**config.mk**
```make
export PLATFORM = sky130hd
export DESIGN_NAME = regfile_3p
export DESIGN_NICKNAME = d
export VERILOG_FILES = /design/src/rtl/regfile_pkg.sv /design/src/rtl/regfile_wdec.sv /design/src/rtl/regfile_store.sv /design/src/rtl/regfile_rport.sv /design/src/rtl/regfile_3p.sv
export SDC_FILE = /design/constraint.sdc
export NUM_CORES = 2
export LEC_CHECK = 0
export BUFFER_PORTS_ARGS = -buffer_cell sky130_fd_sc_hd__buf_2
export CAP_MARGIN = 10
export CORE_AREA = 2 2 370 372
export CTS_CLUSTER_SIZE = 40
export DETAILED_ROUTE_END_ITERATION = 6
export DIE_AREA = 0 0 372 374
export GPL_TIMING_DRIVEN = 1
export PLACE_DENSITY = 0.68
export SYNTH_ARGS = -nofsm -noshare
export SYNTH_HDL_FRONTEND = slang
export SYNTH_HIERARCHICAL = 1
export SYNTH_SLANG_ARGS = --single-unit
export TNS_END_PERCENT = 100
```
**constraint.sdc**
```tcl
create_clock -name clk_i -period 2.3 [get_ports clk_i]
set_input_delay 0.115 -clock clk_i [delete_from_list [all_inputs] [get_ports clk_i]]
set_output_delay 0.115 -clock clk_i [all_outputs]
set_load 0.05 [all_outputs]
```
**src/rtl/regfile_pkg.sv**
```systemverilog
package regfile_pkg;
  typedef enum logic [0:0] {
    OLD_VALUE     = 1'b0,
    WRITE_THROUGH = 1'b1
  } collide_mode_e;
endpackage

```
**src/rtl/regfile_wdec.sv**
```systemverilog
module regfile_wdec #(
  parameter int NUM_REGS = 32,
  parameter int IDX_W    = $clog2(NUM_REGS)
) (
  input  logic                clk_i,
  input  logic                rst_ni,
  input  logic                wr_en_i,
  input  logic [IDX_W-1:0]    wr_idx_i,
  output logic [NUM_REGS-1:0] sel_o
);
  for (genvar k = 0; k < NUM_REGS; k++) begin : g_sel
    assign sel_o[k] = wr_en_i && (32'(wr_idx_i) == k);
  end


  wdec_onehot_chk: assert property (@(posedge clk_i) disable iff (!rst_ni)
    $onehot0(sel_o));


  wdec_idle_chk: assert property (@(posedge clk_i) disable iff (!rst_ni)
    !wr_en_i |-> (sel_o == '0));
endmodule

```
**src/rtl/regfile_store.sv**
```systemverilog
module regfile_store #(
  parameter int NUM_REGS = 32,
  parameter int DATA_W   = 32
) (
  input  logic                             clk_i,
  input  logic                             rst_ni,
  input  logic [NUM_REGS-1:0]              sel_i,
  input  logic [DATA_W-1:0]                wr_data_i,
  output logic [NUM_REGS-1:0][DATA_W-1:0]  q_o
);
  for (genvar k = 0; k < NUM_REGS; k++) begin : g_reg
    always_ff @(posedge clk_i or negedge rst_ni) begin
      if (!rst_ni)       q_o[k] <= '0;
      else if (sel_i[k]) q_o[k] <= wr_data_i;
    end


    store_load_chk: assert property (@(posedge clk_i) disable iff (!rst_ni)
      sel_i[k] |=> (q_o[k] == $past(wr_data_i)));


    store_hold_chk: assert property (@(posedge clk_i) disable iff (!rst_ni)
      !sel_i[k] |=> $stable(q_o[k]));


    store_clear_chk: assert property (@(posedge clk_i)
      !rst_ni |-> (q_o[k] == '0));
  end
endmodule

```
**src/rtl/regfile_rport.sv**
```systemverilog
module regfile_rport
  import regfile_pkg::*;
#(
  parameter int            NUM_REGS     = 32,
  parameter int            DATA_W       = 32,
  parameter collide_mode_e COLLIDE_MODE = OLD_VALUE,
  parameter int            IDX_W        = $clog2(NUM_REGS)
) (
  input  logic [NUM_REGS-1:0][DATA_W-1:0] q_i,
  input  logic [IDX_W-1:0]                rd_idx_i,
  input  logic                            wr_en_i,
  input  logic [IDX_W-1:0]                wr_idx_i,
  input  logic [DATA_W-1:0]               wr_data_i,
  output logic [DATA_W-1:0]               rd_data_o
);
  logic in_range;
  logic [DATA_W-1:0] stored;

  assign in_range = 32'(rd_idx_i) < NUM_REGS;

  always_comb begin
    stored = '0;
    for (int k = 0; k < NUM_REGS; k++)
      if (32'(rd_idx_i) == k) stored = q_i[k];
  end

  if (COLLIDE_MODE == WRITE_THROUGH) begin : g_bypass
    logic hit;
    assign hit       = wr_en_i && in_range && (wr_idx_i == rd_idx_i);
    assign rd_data_o = hit ? wr_data_i : stored;
  end else begin : g_plain
    assign rd_data_o = stored;
  end
endmodule

```
**src/rtl/regfile_3p.sv**
```systemverilog
module regfile_3p
  import regfile_pkg::*;
#(
  parameter int            NUM_REGS     = 32,
  parameter int            DATA_W       = 32,
  parameter collide_mode_e COLLIDE_MODE = OLD_VALUE,
  parameter int            IDX_W        = $clog2(NUM_REGS)
) (
  input  logic              clk_i,
  input  logic              rst_ni,
  input  logic [IDX_W-1:0]  rd_a_idx_i,
  output logic [DATA_W-1:0] rd_a_data_o,
  input  logic [IDX_W-1:0]  rd_b_idx_i,
  output logic [DATA_W-1:0] rd_b_data_o,
  input  logic              wr_en_i,
  input  logic [IDX_W-1:0]  wr_idx_i,
  input  logic [DATA_W-1:0] wr_data_i
);
  localparam int NUM_RD = 2;

  logic [NUM_REGS-1:0]             sel;
  logic [NUM_REGS-1:0][DATA_W-1:0] q;
  logic [NUM_RD-1:0][IDX_W-1:0]    rd_idx;
  logic [NUM_RD-1:0][DATA_W-1:0]   rd_data;

  assign rd_idx[0]   = rd_a_idx_i;
  assign rd_idx[1]   = rd_b_idx_i;
  assign rd_a_data_o = rd_data[0];
  assign rd_b_data_o = rd_data[1];

  regfile_wdec #(.NUM_REGS(NUM_REGS), .IDX_W(IDX_W)) u_wdec (
    .clk_i, .rst_ni, .wr_en_i, .wr_idx_i, .sel_o(sel)
  );

  regfile_store #(.NUM_REGS(NUM_REGS), .DATA_W(DATA_W)) u_store (
    .clk_i, .rst_ni, .sel_i(sel), .wr_data_i, .q_o(q)
  );

  for (genvar p = 0; p < NUM_RD; p++) begin : g_rd
    logic collide;
    logic mapped;
    assign mapped  = 32'(rd_idx[p]) < NUM_REGS;
    assign collide = wr_en_i && mapped && (wr_idx_i == rd_idx[p]);

    regfile_rport #(
      .NUM_REGS(NUM_REGS), .DATA_W(DATA_W),
      .COLLIDE_MODE(COLLIDE_MODE), .IDX_W(IDX_W)
    ) u_rport (
      .q_i(q), .rd_idx_i(rd_idx[p]), .wr_en_i, .wr_idx_i, .wr_data_i,
      .rd_data_o(rd_data[p])
    );

    if (COLLIDE_MODE == OLD_VALUE) begin : g_old_chk

      rd_old_chk: assert property (@(posedge clk_i) disable iff (!rst_ni)
        collide |-> (rd_data[p] == q[rd_idx[p]]));
    end else begin : g_wt_chk

      rd_through_chk: assert property (@(posedge clk_i) disable iff (!rst_ni)
        collide |-> (rd_data[p] == wr_data_i));
    end


    rd_unmapped_chk: assert property (@(posedge clk_i) disable iff (!rst_ni)
      !mapped |-> (rd_data[p] == '0));
  end


  rd_pair_chk: assert property (@(posedge clk_i) disable iff (!rst_ni)
    (rd_a_idx_i == rd_b_idx_i) |-> (rd_a_data_o == rd_b_data_o));
endmodule

```
Yosys cells after proc, flatten, opt, wreduce, memory -nomap -nowiden --
Cells that the tools add are included.
Operators by class: eq/ne operators 93, mux-type cells 64, reductions and logical operators 35
Operators by type and width (count):
- $mux 32 | 64
- $eq 5x5->1 const B | 48
- $eq 5x4->1 const B | 24
- $eq 5x3->1 const B | 12
- $logic_and 1x1->1 | 32
- $eq 5x2->1 const B | 6
- $eq 5x1->1 const B | 3
- $logic_not 5->1 | 3
Storage, ports and cells: register bits 1024, input bits 50, output and inout bits 64, word-level logic and storage cells 224

Longest topological paths before layout --
word-level depth 33, gate-level depth with buffers 12, gate-level depth less buffers 7

By module --
The synthesis kept the hierarchy.
Modules (own cells, without submodules):
- regfile_store | instances 1, cells an instance 2272, area each 39588.0 µm²
- regfile_rport | instances 2, cells an instance 1548, area each 9705.6 µm²
- regfile_wdec | instances 1, cells an instance 47, area each 234.0 µm²

Worst setup path before layout --
OpenSTA, ideal clock, no wires.
path kind in2out, start input port rd_a_idx_i[1], end output port rd_a_data_o[3], data arrival time 2.756 ns, data required time 2.185 ns, path slack -0.571 ns, cell stages on the path 10, path buffers 6, cells stage by stage buf_2 -> buf_4 -> buf_2 -> buf_2 -> buf_2 -> buf_2 -> nand2_1 -> a211oi_1 -> a2111oi_0 -> o21ai_0
On the way: word-level cells in the longest chain between the ends 33, elaborated cells on any way between the ends 64, classes of those cells eq/ne: 31; mux: 32; reduce/logical: 1
RTL lines:
- from (decl) | line regfile_3p.sv:11 | input logic [IDX_W-1:0] rd_a_idx_i,
- $logic_not 5->1 | line regfile_rport.sv:24 | if (32'(rd_idx_i) == k) stored = q_i[k];
- $mux 32 (31 in series) | line regfile_rport.sv:24
- $mux 32 (*) | line regfile_rport.sv:24
- to (decl) | line regfile_3p.sv:12 | output logic [DATA_W-1:0] rd_a_data_o,
Mark *: on every way between the ends. The rest lies on a longest branch, timed or not.

Worst setup path in the final report --
start register u_store/q_o[147] (netlist bit), end output port rd_a_data_o[19]
On the way: word-level cells in the longest chain between the ends 28
RTL lines:
- from (decl) | line regfile_store.sv:9 | output logic [NUM_REGS-1:0][DATA_W-1:0] q_o
- from (signal, indexed assignment) | line regfile_store.sv:14 | else if (sel_i[k]) q_o[k] <= wr_data_i;
- $mux 32 (28 in series) | line regfile_rport.sv:24
Every way passes these cells.

==> flow_summary.toml <==
[setup_path]
worst_path_largest_cell_delay_ps = 500
worst-path-max-fanout = 4
setup.reg_to_reg.worst_slack_ps = 1260
timing.critical_path.cells = "mux2i_2, o221ai_2, o2111ai_4, a21oi_4, a221oi_4, nor3_4, or4_4, buf_8"
ff2ff_path_depth = 3
critical_path.slowest_cell = "or4_4"
worst_reg2reg_path_endpoint = "u_store/q_o[159]$_DFFE_PN0P_"
critical_path.startpoint_type = "flop"
worstPathArrival_ps = 3050
timing.critical_path.max_delay_family = "compound AO/OA/AOI/OAI gates"
worstSetupEndpointType = "output port"
worst_r2r_src = "u_store/q_o[159]$_DFFE_PN0P_"
critPathRequiredTime_ps = 2180
cp.buffers_inverters = 1
crit_type = "flop to output port"

[global_routing]
grt_start_max_net_pins = 100
vias_in_the_first_global_route = 53000
globalRoute.totalOverflow = 0
grtUsageTotal = 0.343
grt_pass1_wl_um = 357000
grt_antenna_before_repair = 5

[synthesis]
yosys-top-cells-area = "dfrtp_1, mux2_2, mux2_4, a21oi_1, o21ai_0"
synth_cell_type_count = 76
yosysMostFrequentCell = "dfrtp_1"
post_synthesis_mux_area_share = 0.256
netlist.top_cell.by_area = "dfrtp_1"
largest_family_of_logic_cells_by_synthesized_area = "multiplexers"
synth_fa_ha_area_frac = 0
postSynth.asyncResetShare = 1.00
synthDominantCellAreaShare = 0.433
yosys.area_share.simple = 0.0673
postSynthNetCount = 5465
synth.yosys.seq_area_share = 0.433
ff_latch_count_synth = 1024
synth_xor_xnor_area_share = 0
synth_common_cells = "dfrtp_1, mux2_2, a21oi_1, o21ai_0, nor2_1"
edff_count_synth = 0
synth_compound_gate_area_share = 0.185
syn_avg_cell_area_sq_um = 10.9
synth_flop_cell = "dfrtp_1"
yosys_warnings = 6
syn-cell-area_sq_um = 59200
synth_cells = 5415

[drt]
vias = 52600
postRouteAntennaNets = 0
drt_drc_violations_left = 23
drt_pre_antenna_iters = 7
viasPerCell = 6.81
finalWirelength_um = 245000
detail_route.wl_per_cell_um = 31.7
detail_route.iter0.violations = 6809

[clock_tree]
cts_tree = "done"
cts_max_level = 3
clock_sink_count = 1024
reg_clk_slew_reported_paths_ps = 60
clkLatencyLatePin_ps = 770
clock_path_buffers = 3
cts_buffers = 108
clock_tree.root_cell = "clkbuf_16"

[placed_design]
place_ws_ps = -937
numPortBuffers = 113
placedInstanceArea_sq_um = 66900
post-dp-hpwl_um = 166000
gpl_congestion = 1.01

[timing]
setup_viol = 64
worst_slack_ps = -862
slew_headroom = 0.428
clock_skew_ps = 0
finalMaxSlewViolations = 0
layout_worst_path_cycle_share = 1.37
worstMarginPinSlew_ps = 858
final.min_clock_period_ps = 3160
clock.fmax_ghz = 0.316
finalHoldViolCount = 0
grt_setup_unrepaired = "yes"

[worst_hold_path]
whs_path_depth = 2
timing.hold.worst.class = "input pin to flop"
min-delay-start = "wr_data_i[28]"
min_delay_worst_endpoint = "u_store/q_o[796]$_DFFE_PN0P_"

[outcome]
violated_checks = "DRC, setup timing"
status = "finished with violations"

[power]
pwr_density_cell_nw_per_um2 = 764
p_leak_nw = 31.3
max-vdd-ir-drop_v = 0.000847

[layout]
final_nets = 5909
drive_above_1_share = 0.464
largest_registers = "u_store/q_o: 1024 flops"
largest_reg_flops = 1024
p_r_area_growth_vs_syn_pct = 25.5
finished_cell_area_sq_um = 74300
largest-register = "u_store/q_o"

[floorplan]
placementRows = 135
fp.coreArea_sq_um = 135000
floorplan.die.height_um = 374
design.portCount = 114
dieArea_sq_um = 139000
floorplan.initialDensity = 0.439
die_width_um = 372

[job]
drv_cap = 0
## worst max path at each step
| stage | startpoint | end | slack, ps | cells after the start |
|---|---|---|---|---|
| after floorplan | rd_a_idx_i[1] | rd_a_data_o[3] | -80 | 10 |
| after global placement | rd_b_idx_i[3] | rd_b_data_o[3] | -930 | 10 |
| after detailed placement | rd_b_idx_i[3] | rd_b_data_o[3] | -940 | 10 |
| after CTS | u_store/q_o[149]$_DFFE_PN0P_ | rd_b_data_o[21] | -890 | 9 |
| after global routing | u_store/q_o[169]$_DFFE_PN0P_ | rd_a_data_o[9] | -920 | 8 |
| final | u_store/q_o[147]$_DFFE_PN0P_ | rd_a_data_o[19] | -860 | 8 |
## timing repair
item | CTS | global route
gates cloned | 0 | 2
hold buffers | 2 | 0
setup buffers | 15 | 10
endpoints found under the setup margin | 64 | 64
pin swaps | 295 | 199
hold endpoints to repair | 738 | 0
resized for setup | 579 | 212
## per-stage QoR
step | TNS (ps) | utilization | hold slack (ps) | power [mW] | cells
6_report | -33660 | 0.551 | 35.5 | 56.8 | 7723
5_1_grt | -36900 | 0.551 | 32.8 | 58.7 | 7723
3_3_place_gp | -34520 | 0.496 | 93.9 | 35.8 | 7526
3_5_place_dp | -34220 | 0.496 | 99.0 | 36.3 | 7526
2_1_floorplan | -79.9 | - | -181 | 31.5 | 5415
4_1_cts | -33520 | 0.543 | 4.26 | 56.1 | 7716
## kinds of logic after synthesis
family / Yosys count
and+or+nand+nor: 838
muxes: 1274
DFF: 1024
buffers and inverters: 607
AOI/OAI and AO/OA: 1672
## where the power goes
part / total (mW) / switching (mW) / internal [mW]
sequential: 24.7 / 3.12 / 21.6
combinational: 13.3 / 6.56 / 6.74
clock: 18.8 / 8.02 / 10.8
## area by class of cell
class	instances	area, sq um
Timing Repair Buffer	919	9100
Fill cell	11200	60600
Tap cell	1781	2230
Sequential cell	1024	25600
Multi-Input combinational cell	3784	33500
Clock buffer	155	3120
Antenna cell	1	2.50
Inverter	22	85.1
Clock inverter	37	621
## layout by cell type, fill, tap and decap left out, types with 102 or more instances in the layout
master	n
dfrtp_1	1017
mux2_2	900
buf_4	649
o21ai_0	289
nor2_1	278
a21oi_1	276
nand2_1	182
mux2_4	182
o22ai_1	175
mux2i_1	152
buf_12	144
clkbuf_16	110
o221ai_1	103
a21oi_2	102
## metal layers
metal | track usage | vias up | share of wire
li1 | - | 21300 | -
met4 | 0.210 | 4 | 0.074
met3 | 0.0775 | 1041 | 0.10
met2 | 0.515 | 3626 | 0.44
met5 | 0 | - | 0.00013
met1 | 0.448 | 26600 | 0.39
## worst register-to-register path: stages, from the launching register on
cell,delay [ps]
dfrtp_1,400
buf_6,130
buf_4,140
mux2_2,250
Power figures use the tool's default switching activity.
